[config.mk]
export PLATFORM = sky130hd
export DESIGN_NAME = emr_unloader
export DESIGN_NICKNAME = d
export VERILOG_FILES = /design/src/rtl/emr_unl_pkg.sv /design/src/rtl/emr_shifter.sv /design/src/rtl/emr_decoder.sv /design/src/rtl/emr_err_flag.sv /design/src/rtl/emr_unloader.sv
export SDC_FILE = /design/constraint.sdc
export NUM_CORES = 1
export LEC_CHECK = 0
export ABC_AREA = 1
export ABC_CLOCK_PERIOD_IN_PS = 1100
export BUFFER_PORTS_ARGS = -buffer_cell sky130_fd_sc_hd__buf_4
export CORE_UTILIZATION = 49
export DETAILED_ROUTE_END_ITERATION = 12
export PLACE_DENSITY = 0.78
export SLEW_MARGIN = 20
export SYNTH_ARGS = -nofsm -noshare
export SYNTH_HDL_FRONTEND = slang
export SYNTH_SLANG_ARGS = --single-unit
[constraint.sdc]
create_clock -name clk -period 1.1 [get_ports clk]
set_input_delay 0.165 -clock clk [delete_from_list [all_inputs] [get_ports clk]]
set_output_delay 0.165 -clock clk [all_outputs]
set_load 0.03 [all_outputs]
[src/rtl/emr_unl_pkg.sv]
package emr_unl_pkg;
    localparam int FRAME_W = 16;
    localparam int CDW_W   = 2;
    localparam int CBIT_W  = 5;
    localparam int TYPE_W  = 3;
    localparam int SYN_W   = 32;
    localparam int FDW_W   = 10;
    localparam int FBIT_W  = 5;
    localparam int CLS_W   = 3;

    // bit positions, least significant field first
    localparam int CBU_POS    = 0;
    localparam int SPARE_POS  = CBU_POS + 1;
    localparam int FTYPE_LSB  = SPARE_POS + 1;
    localparam int FBIT_LSB   = FTYPE_LSB + TYPE_W;
    localparam int FDW_LSB    = FBIT_LSB + FBIT_W;
    localparam int SYN_LSB    = FDW_LSB + FDW_W;
    localparam int CTYPE_LSB  = SYN_LSB + SYN_W;
    localparam int CBIT_LSB   = CTYPE_LSB + TYPE_W;
    localparam int CDW_LSB    = CBIT_LSB + CBIT_W;
    localparam int FRAME_LSB  = CDW_LSB + CDW_W;
    localparam int RPT_W      = FRAME_LSB + FRAME_W;

    typedef enum logic [CLS_W-1:0] {
        FC_NONE    = 3'd0,
        FC_SINGLE  = 3'd1,
        FC_DADJ    = 3'd2,
        FC_UNCORR  = 3'd3,
        FC_UNKNOWN = 3'd4
    } frm_cls_e;

    typedef enum logic [CLS_W-1:0] {
        CC_NONE       = 3'd0,
        CC_SINGLE     = 3'd1,
        CC_DADJ_SAME  = 3'd2,
        CC_DADJ_CROSS = 3'd3,
        CC_UNCORR     = 3'd4
    } col_cls_e;

    function automatic frm_cls_e frm_classify(input logic [TYPE_W-1:0] t);
        frm_cls_e r;
        casez (t)
            3'b000:  r = FC_NONE;
            3'b001:  r = FC_SINGLE;
            3'b01?:  r = FC_DADJ;
            3'b111:  r = FC_UNCORR;
            default: r = FC_UNKNOWN;
        endcase
        return r;
    endfunction

    function automatic col_cls_e col_classify(input logic [TYPE_W-1:0] t);
        col_cls_e r;
        casez (t)
            3'b000:  r = CC_NONE;
            3'b001:  r = CC_SINGLE;
            3'b01?:  r = CC_DADJ_SAME;
            3'b111:  r = CC_UNCORR;
            default: r = CC_DADJ_CROSS;
        endcase
        return r;
    endfunction
endpackage

[src/rtl/emr_shifter.sv]
module emr_shifter #(
    parameter int LEN = 78
) (
    input  logic           clk,
    input  logic           rst_n,
    input  logic           load,
    input  logic [LEN-1:0] load_word,
    input  logic           shift_en,
    output logic           ser_out,
    output logic           busy,
    output logic           done
);
    localparam int CNT_W = $clog2(LEN);
    localparam logic [CNT_W-1:0] LAST = CNT_W'(LEN - 1);

    typedef struct packed {
        logic [LEN-1:0]   sreg;
        logic [CNT_W-1:0] cnt;
        logic             busy;
        logic             done;
    } shf_st_t;

    shf_st_t st_d, st_q;

    always_comb begin
        st_d      = st_q;
        st_d.done = 1'b0;
        if (load) begin
            st_d.sreg = load_word;
            st_d.cnt  = '0;
            st_d.busy = 1'b1;
        end else if (st_q.busy && shift_en) begin
            st_d.sreg = {st_q.sreg[LEN-2:0], 1'b0};
            if (st_q.cnt == LAST) begin
                st_d.cnt  = '0;
                st_d.busy = 1'b0;
                st_d.done = 1'b1;
            end else begin
                st_d.cnt = st_q.cnt + 1'b1;
            end
        end
    end

    always_ff @(posedge clk or negedge rst_n) begin
        if (!rst_n) st_q <= '0;
        else        st_q <= st_d;
    end

    assign ser_out = st_q.sreg[LEN-1];
    assign busy    = st_q.busy;
    assign done    = st_q.done;
endmodule

[src/rtl/emr_decoder.sv]
module emr_decoder
    import emr_unl_pkg::*;
(
    input  logic                clk,
    input  logic                rst_n,
    input  logic                load,
    input  logic [FRAME_W-1:0]  in_frame,
    input  logic [CDW_W-1:0]    in_cdw,
    input  logic [CBIT_W-1:0]   in_cbit,
    input  logic [TYPE_W-1:0]   in_ctype,
    input  logic [FDW_W-1:0]    in_fdw,
    input  logic [FBIT_W-1:0]   in_fbit,
    input  logic [TYPE_W-1:0]   in_ftype,
    output logic [FRAME_W-1:0]  frame_num,
    output logic [CDW_W-1:0]    col_dword,
    output logic [CBIT_W-1:0]   col_bit,
    output logic [FDW_W-1:0]    frm_dword,
    output logic [FBIT_W-1:0]   frm_bit,
    output frm_cls_e            frm_cls,
    output col_cls_e            col_cls,
    output logic                loc_ok
);
    typedef struct packed {
        logic [FRAME_W-1:0] frame;
        logic [CDW_W-1:0]   cdw;
        logic [CBIT_W-1:0]  cbit;
        logic [FDW_W-1:0]   fdw;
        logic [FBIT_W-1:0]  fbit;
        frm_cls_e           fcls;
        col_cls_e           ccls;
        logic               ok;
    } dec_st_t;

    dec_st_t  st_d, st_q;
    frm_cls_e fc_new;
    col_cls_e cc_new;
    logic     ok_new;

    assign fc_new = frm_classify(in_ftype);
    assign cc_new = col_classify(in_ctype);
    assign ok_new = (fc_new != FC_UNCORR) && (fc_new != FC_UNKNOWN)
                 && (cc_new != CC_UNCORR);

    always_comb begin
        st_d = st_q;
        if (load) begin
            st_d.fcls  = fc_new;
            st_d.ccls  = cc_new;
            st_d.ok    = ok_new;
            st_d.frame = ok_new ? in_frame : '0;
            st_d.cdw   = ok_new ? in_cdw   : '0;
            st_d.cbit  = ok_new ? in_cbit  : '0;
            st_d.fdw   = ok_new ? in_fdw   : '0;
            st_d.fbit  = ok_new ? in_fbit  : '0;
        end
    end

    always_ff @(posedge clk or negedge rst_n) begin
        if (!rst_n) st_q <= '0;
        else        st_q <= st_d;
    end

    assign frame_num = st_q.frame;
    assign col_dword = st_q.cdw;
    assign col_bit   = st_q.cbit;
    assign frm_dword = st_q.fdw;
    assign frm_bit   = st_q.fbit;
    assign frm_cls   = st_q.fcls;
    assign col_cls   = st_q.ccls;
    assign loc_ok    = st_q.ok;
endmodule

[src/rtl/emr_err_flag.sv]
module emr_err_flag (
    input  logic clk,
    input  logic rst_n,
    input  logic load,
    input  logic syn_nz,
    input  logic cbu_err,
    output logic err_pin,
    output logic sticky
);
    typedef struct packed {
        logic sticky;
        logic err;
    } err_st_t;

    err_st_t st_d, st_q;

    always_comb begin
        st_d = st_q;
        if (load) begin
            st_d.sticky = st_q.sticky | cbu_err;
            st_d.err    = st_d.sticky | syn_nz;
        end
    end

    always_ff @(posedge clk or negedge rst_n) begin
        if (!rst_n) st_q <= '0;
        else        st_q <= st_d;
    end

    assign err_pin = st_q.err;
    assign sticky  = st_q.sticky;
endmodule

[src/rtl/emr_unloader.sv]
module emr_unloader
    import emr_unl_pkg::*;
(
    input  logic               clk,
    input  logic               rst_n,
    input  logic               rpt_valid,
    input  logic [RPT_W-1:0]   rpt_word,
    input  logic               shift_en,
    output logic               ser_out,
    output logic               shift_done,
    output logic [FRAME_W-1:0] frame_num,
    output logic [CDW_W-1:0]   col_dword,
    output logic [CBIT_W-1:0]  col_bit,
    output logic [FDW_W-1:0]   frm_dword,
    output logic [FBIT_W-1:0]  frm_bit,
    output logic [CLS_W-1:0]   frm_class,
    output logic [CLS_W-1:0]   col_class,
    output logic               loc_valid,
    output logic               err_pin
);
    logic     shift_busy;
    logic     accept;
    logic     err_sticky;
    frm_cls_e fcls;
    col_cls_e ccls;

    // a request is taken only when no shift-out is running
    assign accept = rpt_valid & ~shift_busy;

    emr_shifter #(.LEN(RPT_W)) shf_i (
        .clk       (clk),
        .rst_n     (rst_n),
        .load      (accept),
        .load_word (rpt_word),
        .shift_en  (shift_en),
        .ser_out   (ser_out),
        .busy      (shift_busy),
        .done      (shift_done)
    );

    emr_decoder dec_i (
        .clk       (clk),
        .rst_n     (rst_n),
        .load      (accept),
        .in_frame  (rpt_word[FRAME_LSB +: FRAME_W]),
        .in_cdw    (rpt_word[CDW_LSB   +: CDW_W]),
        .in_cbit   (rpt_word[CBIT_LSB  +: CBIT_W]),
        .in_ctype  (rpt_word[CTYPE_LSB +: TYPE_W]),
        .in_fdw    (rpt_word[FDW_LSB   +: FDW_W]),
        .in_fbit   (rpt_word[FBIT_LSB  +: FBIT_W]),
        .in_ftype  (rpt_word[FTYPE_LSB +: TYPE_W]),
        .frame_num (frame_num),
        .col_dword (col_dword),
        .col_bit   (col_bit),
        .frm_dword (frm_dword),
        .frm_bit   (frm_bit),
        .frm_cls   (fcls),
        .col_cls   (ccls),
        .loc_ok    (loc_valid)
    );

    emr_err_flag err_i (
        .clk     (clk),
        .rst_n   (rst_n),
        .load    (accept),
        .syn_nz  (|rpt_word[SYN_LSB +: SYN_W]),
        .cbu_err (rpt_word[CBU_POS]),
        .err_pin (err_pin),
        .sticky  (err_sticky)
    );

    assign frm_class = fcls;
    assign col_class = ccls;
endmodule

==> results.txt, run 1 <==
most frequent cells in the layout: nand2_1, dfrtp_1, buf_4
vias per cell: 5.874
Worst Skew: 0.009049 ns
Die ar.: 0.01199 mm^2
largest net degree at the start of global routing: 40
vias in the first global route: 5727
pwr dens: 1927 mW/mm^2
Core Util, Final: 0.8253
Residual DRC: 0
LEAKAGE: 0.004306 uW
Initial Util: 0.5134
Mapped Area: 0.005663 mm^2
routed vias: 5886
Fmax: 694.0 MHz
Top Family by Delay on Critical Path: flip-flops
Max clock buf depth: 2
Cells after Synth: 619
FP Rows: 38
Initial DRT Pass Iterations: 6
Die H: 109.5 um
adder-cell area share of the yosys netlist: 0.004419
worst slew pin tran: 0.3743 ns
min Tclk post-route: 1.441 ns
TritonCTS Buffers: 17
CTS tree: built
Final HPWL DP: 9999 um
Worst path max stage delay: 0.44 ns
Place WS: -0.2110 ns
register area share after synthesis: 0.5921
Core Region: 0.01103 mm^2
First DRT Iteration DRCs: 615
clk root buf: clkbuf_16
Max VDD drop: 1420 uV
Area growth, synth to finish: 60.76%
Tightest Hold Check Type: input pin to flip-flop
Setup TNS: -27.56 ns
Top Ports: 130
Port Buffers: 129
Clk Latency, worst-skew pair: 0.43 ns
placed cells: 891
relative slew slack: 0.7504
final WL: 20780 um
DRT antenna net count: 0
max-cap viol count: 0
count of final hold-check violations: 2
post-route insts no fill: 1002
layout cells sized above 1: 0.3422
Synth Area in Compound Gates: 0.1337
Setup Crit Path Kind: flip-flop to flip-flop
CTS Sinks: 134
initial antenna violation count: 0
gpl congestion: 0.8166
first-pass GRT wire length: 27170 um
Avg Cell Area, Syn: 9.149 um^2
Final Cycle Share: 1.310
max-slew violations: 0
reg2reg path depth: 5
failing checks: negative hold slack, negative setup slack
Total Routing Usage GR: 0.3007
Crit Path Max Fanout: 15
nets: 934
simple-gate share of the synthesized area: 0.1860
# diodes: 0
post-synthesis mux area share: 0
crit path launch type: flip-flop
Warnings, synthesis: 0
Seq cells post-synth: 134
Setup WS post-layout: -0.3409 ns
CP Data Arrival Time: 1.77 ns
Die W: 109.5 um
total gr overflow: 0
Worst path slowest cell: dfrtp_2
most common cell after layout, fill and taps aside: nand2_1
Net Count, Synth: 703
Worst path depth: 5
Yosys cell types: 24
Synth Area in XOR/XNOR: 0.006186
Worst setup EP type: flip-flop
Clock transition at path regs: 0.06 ns
Setup Viol. Count Final: 181
main combinational cell family by area after synthesis: simple AND/OR/NAND/NOR gates
H-tree levels: 4
worst endpoint required time: 1.43 ns
unrepaired setup endpoints after global routing: true
sequence of cells on the critical path: nor2_4, buf_4, buf_12, nand2_1, o21ai_2
Min-Delay Path Depth: 3
Min Hold Slack: -0.01549 ns
Avg WL per Cell: 20.74 um
status: finished with violations
Buf/Inv on CP: 2
## flip-flops by register name (all words and copies together) (netlist names)
register         flops
dec_i.frm_dword     10
err_i.err_pin        1
shf_i.ser_out        1
dec_i.col_dword      2
dec_i.frm_bit        5
dec_i.loc_ok         1
shf_i.busy           1
dec_i.col_cls        3
err_i.sticky         1
shf_i.done           1
shf_i.st_q          84
dec_i.frame_num     16
dec_i.frm_cls        3
dec_i.col_bit        5
## layer usage
layer / vias up / part of all wire / track usage
li1: 2507 / - / -
met5: - / 0 / 0
met2: 399 / 0.51 / 0.5144
met3: 106 / 0.078 / 0.06758
met4: 0 / 0.049 / 0.1648
met1: 2874 / 0.36 / 0.3513
## power breakdown
group          switching, uW  internal (uW)  total [uW]
Clock                   2130           3960        6090
Combinational           2550           2240        4790
Sequential               720           5940        6660
## synthesized netlist by cell type, drive strengths merged
cell,count,area share
nor2,30,0.020
buf,28,0.031
o21bai,2,0.0027
o221ai,41,0.063
nand4,1,0.0011
nand3,29,0.026
o22ai,4,0.0044
ha,2,0.0044
clkbuf,7,0.0049
o21ai,50,0.044
o211ai,13,0.017
nand2,209,0.14
xor2,3,0.0046
a21oi,2,0.0018
inv,63,0.042
dfrtp,134,0.59
xnor2,1,0.0015
## stage by stage
step                area [um^2]  hold WS [ns]  power, uW
detailed placement         7159       0.09045       9954
global placement           7159       0.07857       9781
floorplan                  5767       -0.1306       8435
CTS                        8683    0.00008257      16690
global route               9104     -0.006484      18100
finish                     9104      -0.01549      17540
## path summary, 6_finish.rpt
path / from / end / slack [ns]
max reg2reg: shf_i.busy / dec_i.col_bit[3] / -0.34
min reg2reg: shf_i.st_q[53] / shf_i.st_q[53] / 0.49
min in group asynchronous: rst_n / shf_i.st_q[39] / 0.21
min: rpt_word[69] / shf_i.st_q[78] / -0.02
max: shf_i.busy / dec_i.col_bit[3] / -0.34
max in group asynchronous: rst_n / shf_i.st_q[68] / 0.39
## layout make-up
type,count,area [um^2]
clock buffers,23,478.0
clock inverters,8,146.4
fillers,529,1927
inverters,63,246.5
multi-input cells,387,2188
flip-flops and latches,134,3356
well taps,140,175.2
repair buffers,247,2514
## worst register-to-register path: cells and delay by family (launching register included)
| family | cells | cell delay [ns] |
|---|---|---|
| and+or+nand+nor | 2 | 0.34 |
| buffers and inverters | 2 | 0.33 |
| DFF | 1 | 0.44 |
| AOI/OAI and AO/OA | 1 | 0.24 |
## what timing repair did
item,CTS,global route
cloned,1,6
resized for setup,114,41
endpoints found under the setup margin,180,180
pin swaps,7,8
setup buffers,12,19
hold buffers,43,0
endpoints found under the hold margin,176,0
## kinds of logic (layout without fill, tap and decap cells)
logic type / count (synthesis) / after routing
adders and majority gates: 2 / 2
DFF: 134 / 134
and+or+nand+nor: 269 / 269
xor gates and xnor gates: 4 / 4
buffers and inverters: 98 / 341
AOI/OAI and AO/OA: 112 / 112
(Power assumes the default switching activity.)
==> run 2: changes to the inputs <==
--- a/config.mk
+++ b/config.mk
@@ -15,3 +15,4 @@
 export SYNTH_ARGS = -nofsm -noshare
 export SYNTH_HDL_FRONTEND = slang
 export SYNTH_SLANG_ARGS = --single-unit
+export TNS_END_PERCENT = 50
==> run 2 against run 1 <==
Compared with the run above:
- clock skew rose by 0.0021 ns
- via count rose by 2.9%
- the run still ends with negative hold slack, negative setup slack left
- critical endpoint is now dec_i.col_bit[4]
- count of clock-buffer cells in the layout fell by 1
- largest power group unchanged
- cell area rose by 3.1%
==> results.txt, run 2 (synthesis results as in run 1) <==
status: finished with violations
failing checks: negative hold slack, negative setup slack
Max VDD drop: 1366 uV
Die ar.: 0.01199 mm^2
worst slew pin tran: 0.3198 ns
Setup Viol. Count Final: 181
Setup TNS: -26.45 ns
Residual DRC: 0
vias in the first global route: 5864
sequence of cells on the critical path: nor2_4, buf_4, buf_16, nand2_1, o21ai_0
count of final hold-check violations: 1
FP Rows: 38
largest net degree at the start of global routing: 49
Core Util, Final: 0.8510
Worst Skew: 0.01115 ns
Clk Latency, worst-skew pair: 0.43 ns
relative slew slack: 0.7860
LEAKAGE: 0.004343 uW
Die H: 109.5 um
Most Crowded Layer GR: met2
CTS Sinks: 134
routed vias: 6054
Worst path slowest cell: dfrtp_1
R2R Path End: dec_i.col_bit[4]
largest register by flop count: shf_i.st_q
Setup Crit Path Kind: flip-flop to flip-flop
gpl congestion: 0.8083
CP Data Arrival Time: 1.72 ns
most frequent cells in the layout: nand2_1, dfrtp_1, buf_4
clk root buf: clkbuf_16
vias per cell: 6.103
min Tclk post-route: 1.411 ns
Fmax: 708.8 MHz
R2R Setup Slk: -0.31 ns
Max clock buf depth: 2
CTS tree: built
Worst path max stage delay: 0.42 ns
Place WS: -0.2081 ns
Final Cycle Share: 1.283
Core Region: 0.01103 mm^2
Min Hold Slack: -0.006686 ns
max-slew violations: 0
first-pass GRT wire length: 29650 um
Total Routing Usage GR: 0.3323
Crit Path Max Fanout: 12
TritonCTS Buffers: 17
Clock transition at path regs: 0.06 ns
met2 usage: 0.5750
DRT antenna net count: 0
initial antenna violation count: 0
H-tree levels: 4
met3 GRT Util: 0.07350
Area growth, synth to finish: 65.75%
Top Ports: 130
Die W: 109.5 um
hold_sp: rpt_word[75]
met1 Usage GRT: 0.3937
max reg flops: 84
pwr dens: 1870 mW/mm^2
Critical Path Sink: dec_i.col_bit[4]
worst endpoint required time: 1.41 ns
crit path launch type: flip-flop
Initial Util: 0.5134
layout cells sized above 1: 0.3768
# diodes: 0
unrepaired setup endpoints after global routing: true
Initial DRT Pass Iterations: 6
final WL: 22840 um
Setup WS post-layout: -0.3108 ns
nets: 923
most common cell after layout, fill and taps aside: nand2_1
Port Buffers: 129
Final HPWL DP: 9881 um
reg2reg path depth: 5
Worst setup EP type: flip-flop
max-cap viol count: 0
Avg WL per Cell: 23.02 um
total gr overflow: 0
Worst Setup SP: shf_i.busy
First DRT Iteration DRCs: 667
reg2reg start: shf_i.busy
Tightest Hold Check Type: input pin to flip-flop
## run 2: cell count changes in the layout (fill, tap and decap cells not counted), sizes merged
cell / previous run / this run
dlygate4sd3: 43 / 48
clkinvlp: 1 / 5
buf: 198 / 179
clkbuf: 29 / 31
bufinv: 4 / 3
clkinv: 3 / 2
## run 2: area by class of cell
type,count,area [um^2]
Inverter,63,250.2
Fill cell,483,1644
Sequential cell,134,3354
Clock inverter,10,146.4
Tap cell,140,175.2
Timing Repair Buffer,236,2560
Multi-Input combinational cell,387,2436
Clock buffer,22,464.2
## run 2: metrics by stage
step / hold slack, ns / cell area [um^2] / total power, uW / instances
floorplan: -0.1306 / 5757 / 8434 / 619
global placement: 0.01087 / 7144 / 9800 / 891
detailed placement: 0.01407 / 7144 / 9979 / 891
CTS: 0.001673 / 8721 / 16470 / 979
global route: 0.007087 / 9387 / 18080 / 992
finish: -0.006686 / 9387 / 17560 / 992
## run 2: worst min path at each step
stage	to	slack [ns]	cells after the start
floorplan	dec_i.col_bit[0]	-0.13	0
global placement	shf_i.st_q[41]	0.01	1
detailed placement	shf_i.st_q[42]	0.01	1
CTS	shf_i.st_q[59]	0.002	3
global route	shf_i.st_q[84]	0.007	3
finish	shf_i.st_q[84]	-0.007	3
## run 2: routing by layer
metal / routed length, um / up-vias / share of wire
li1: - / 2497 / -
met1: 7852 / 2935 / 0.34
met2: 11330 / 485 / 0.50
met3: 2233 / 137 / 0.098
met4: 1426 / 0 / 0.062
met5: 0 / - / 0
## run 2: where the power goes
group | switching, uW | total (uW) | internal (uW)
sequential | 778 | 6720 | 5940
combinational | 2690 | 4890 | 2210
clock | 2250 | 5950 | 3700
total | 5710 | 17600 | 11800
## run 2: worst max-delay path, delay by kind of cell, from the launching register on
kind,cells,cell delay [ns]
AO/OA/AOI/OAI,1,0.26
AND/OR/NAND/NOR,2,0.27
flip-flops,1,0.42
buffers and inverters,2,0.35
## run 2: repair_timing
action | 4_1_cts | 5_1_grt
hold endpoints to repair | 178 | 3
endpoints found under the setup margin | 181 | 182
buffers inserted | 7 | 1
pin swaps | 7 | 16
gates resized for setup | 110 | 115
cloned | 4 | 10
hold buffers | 45 | 3
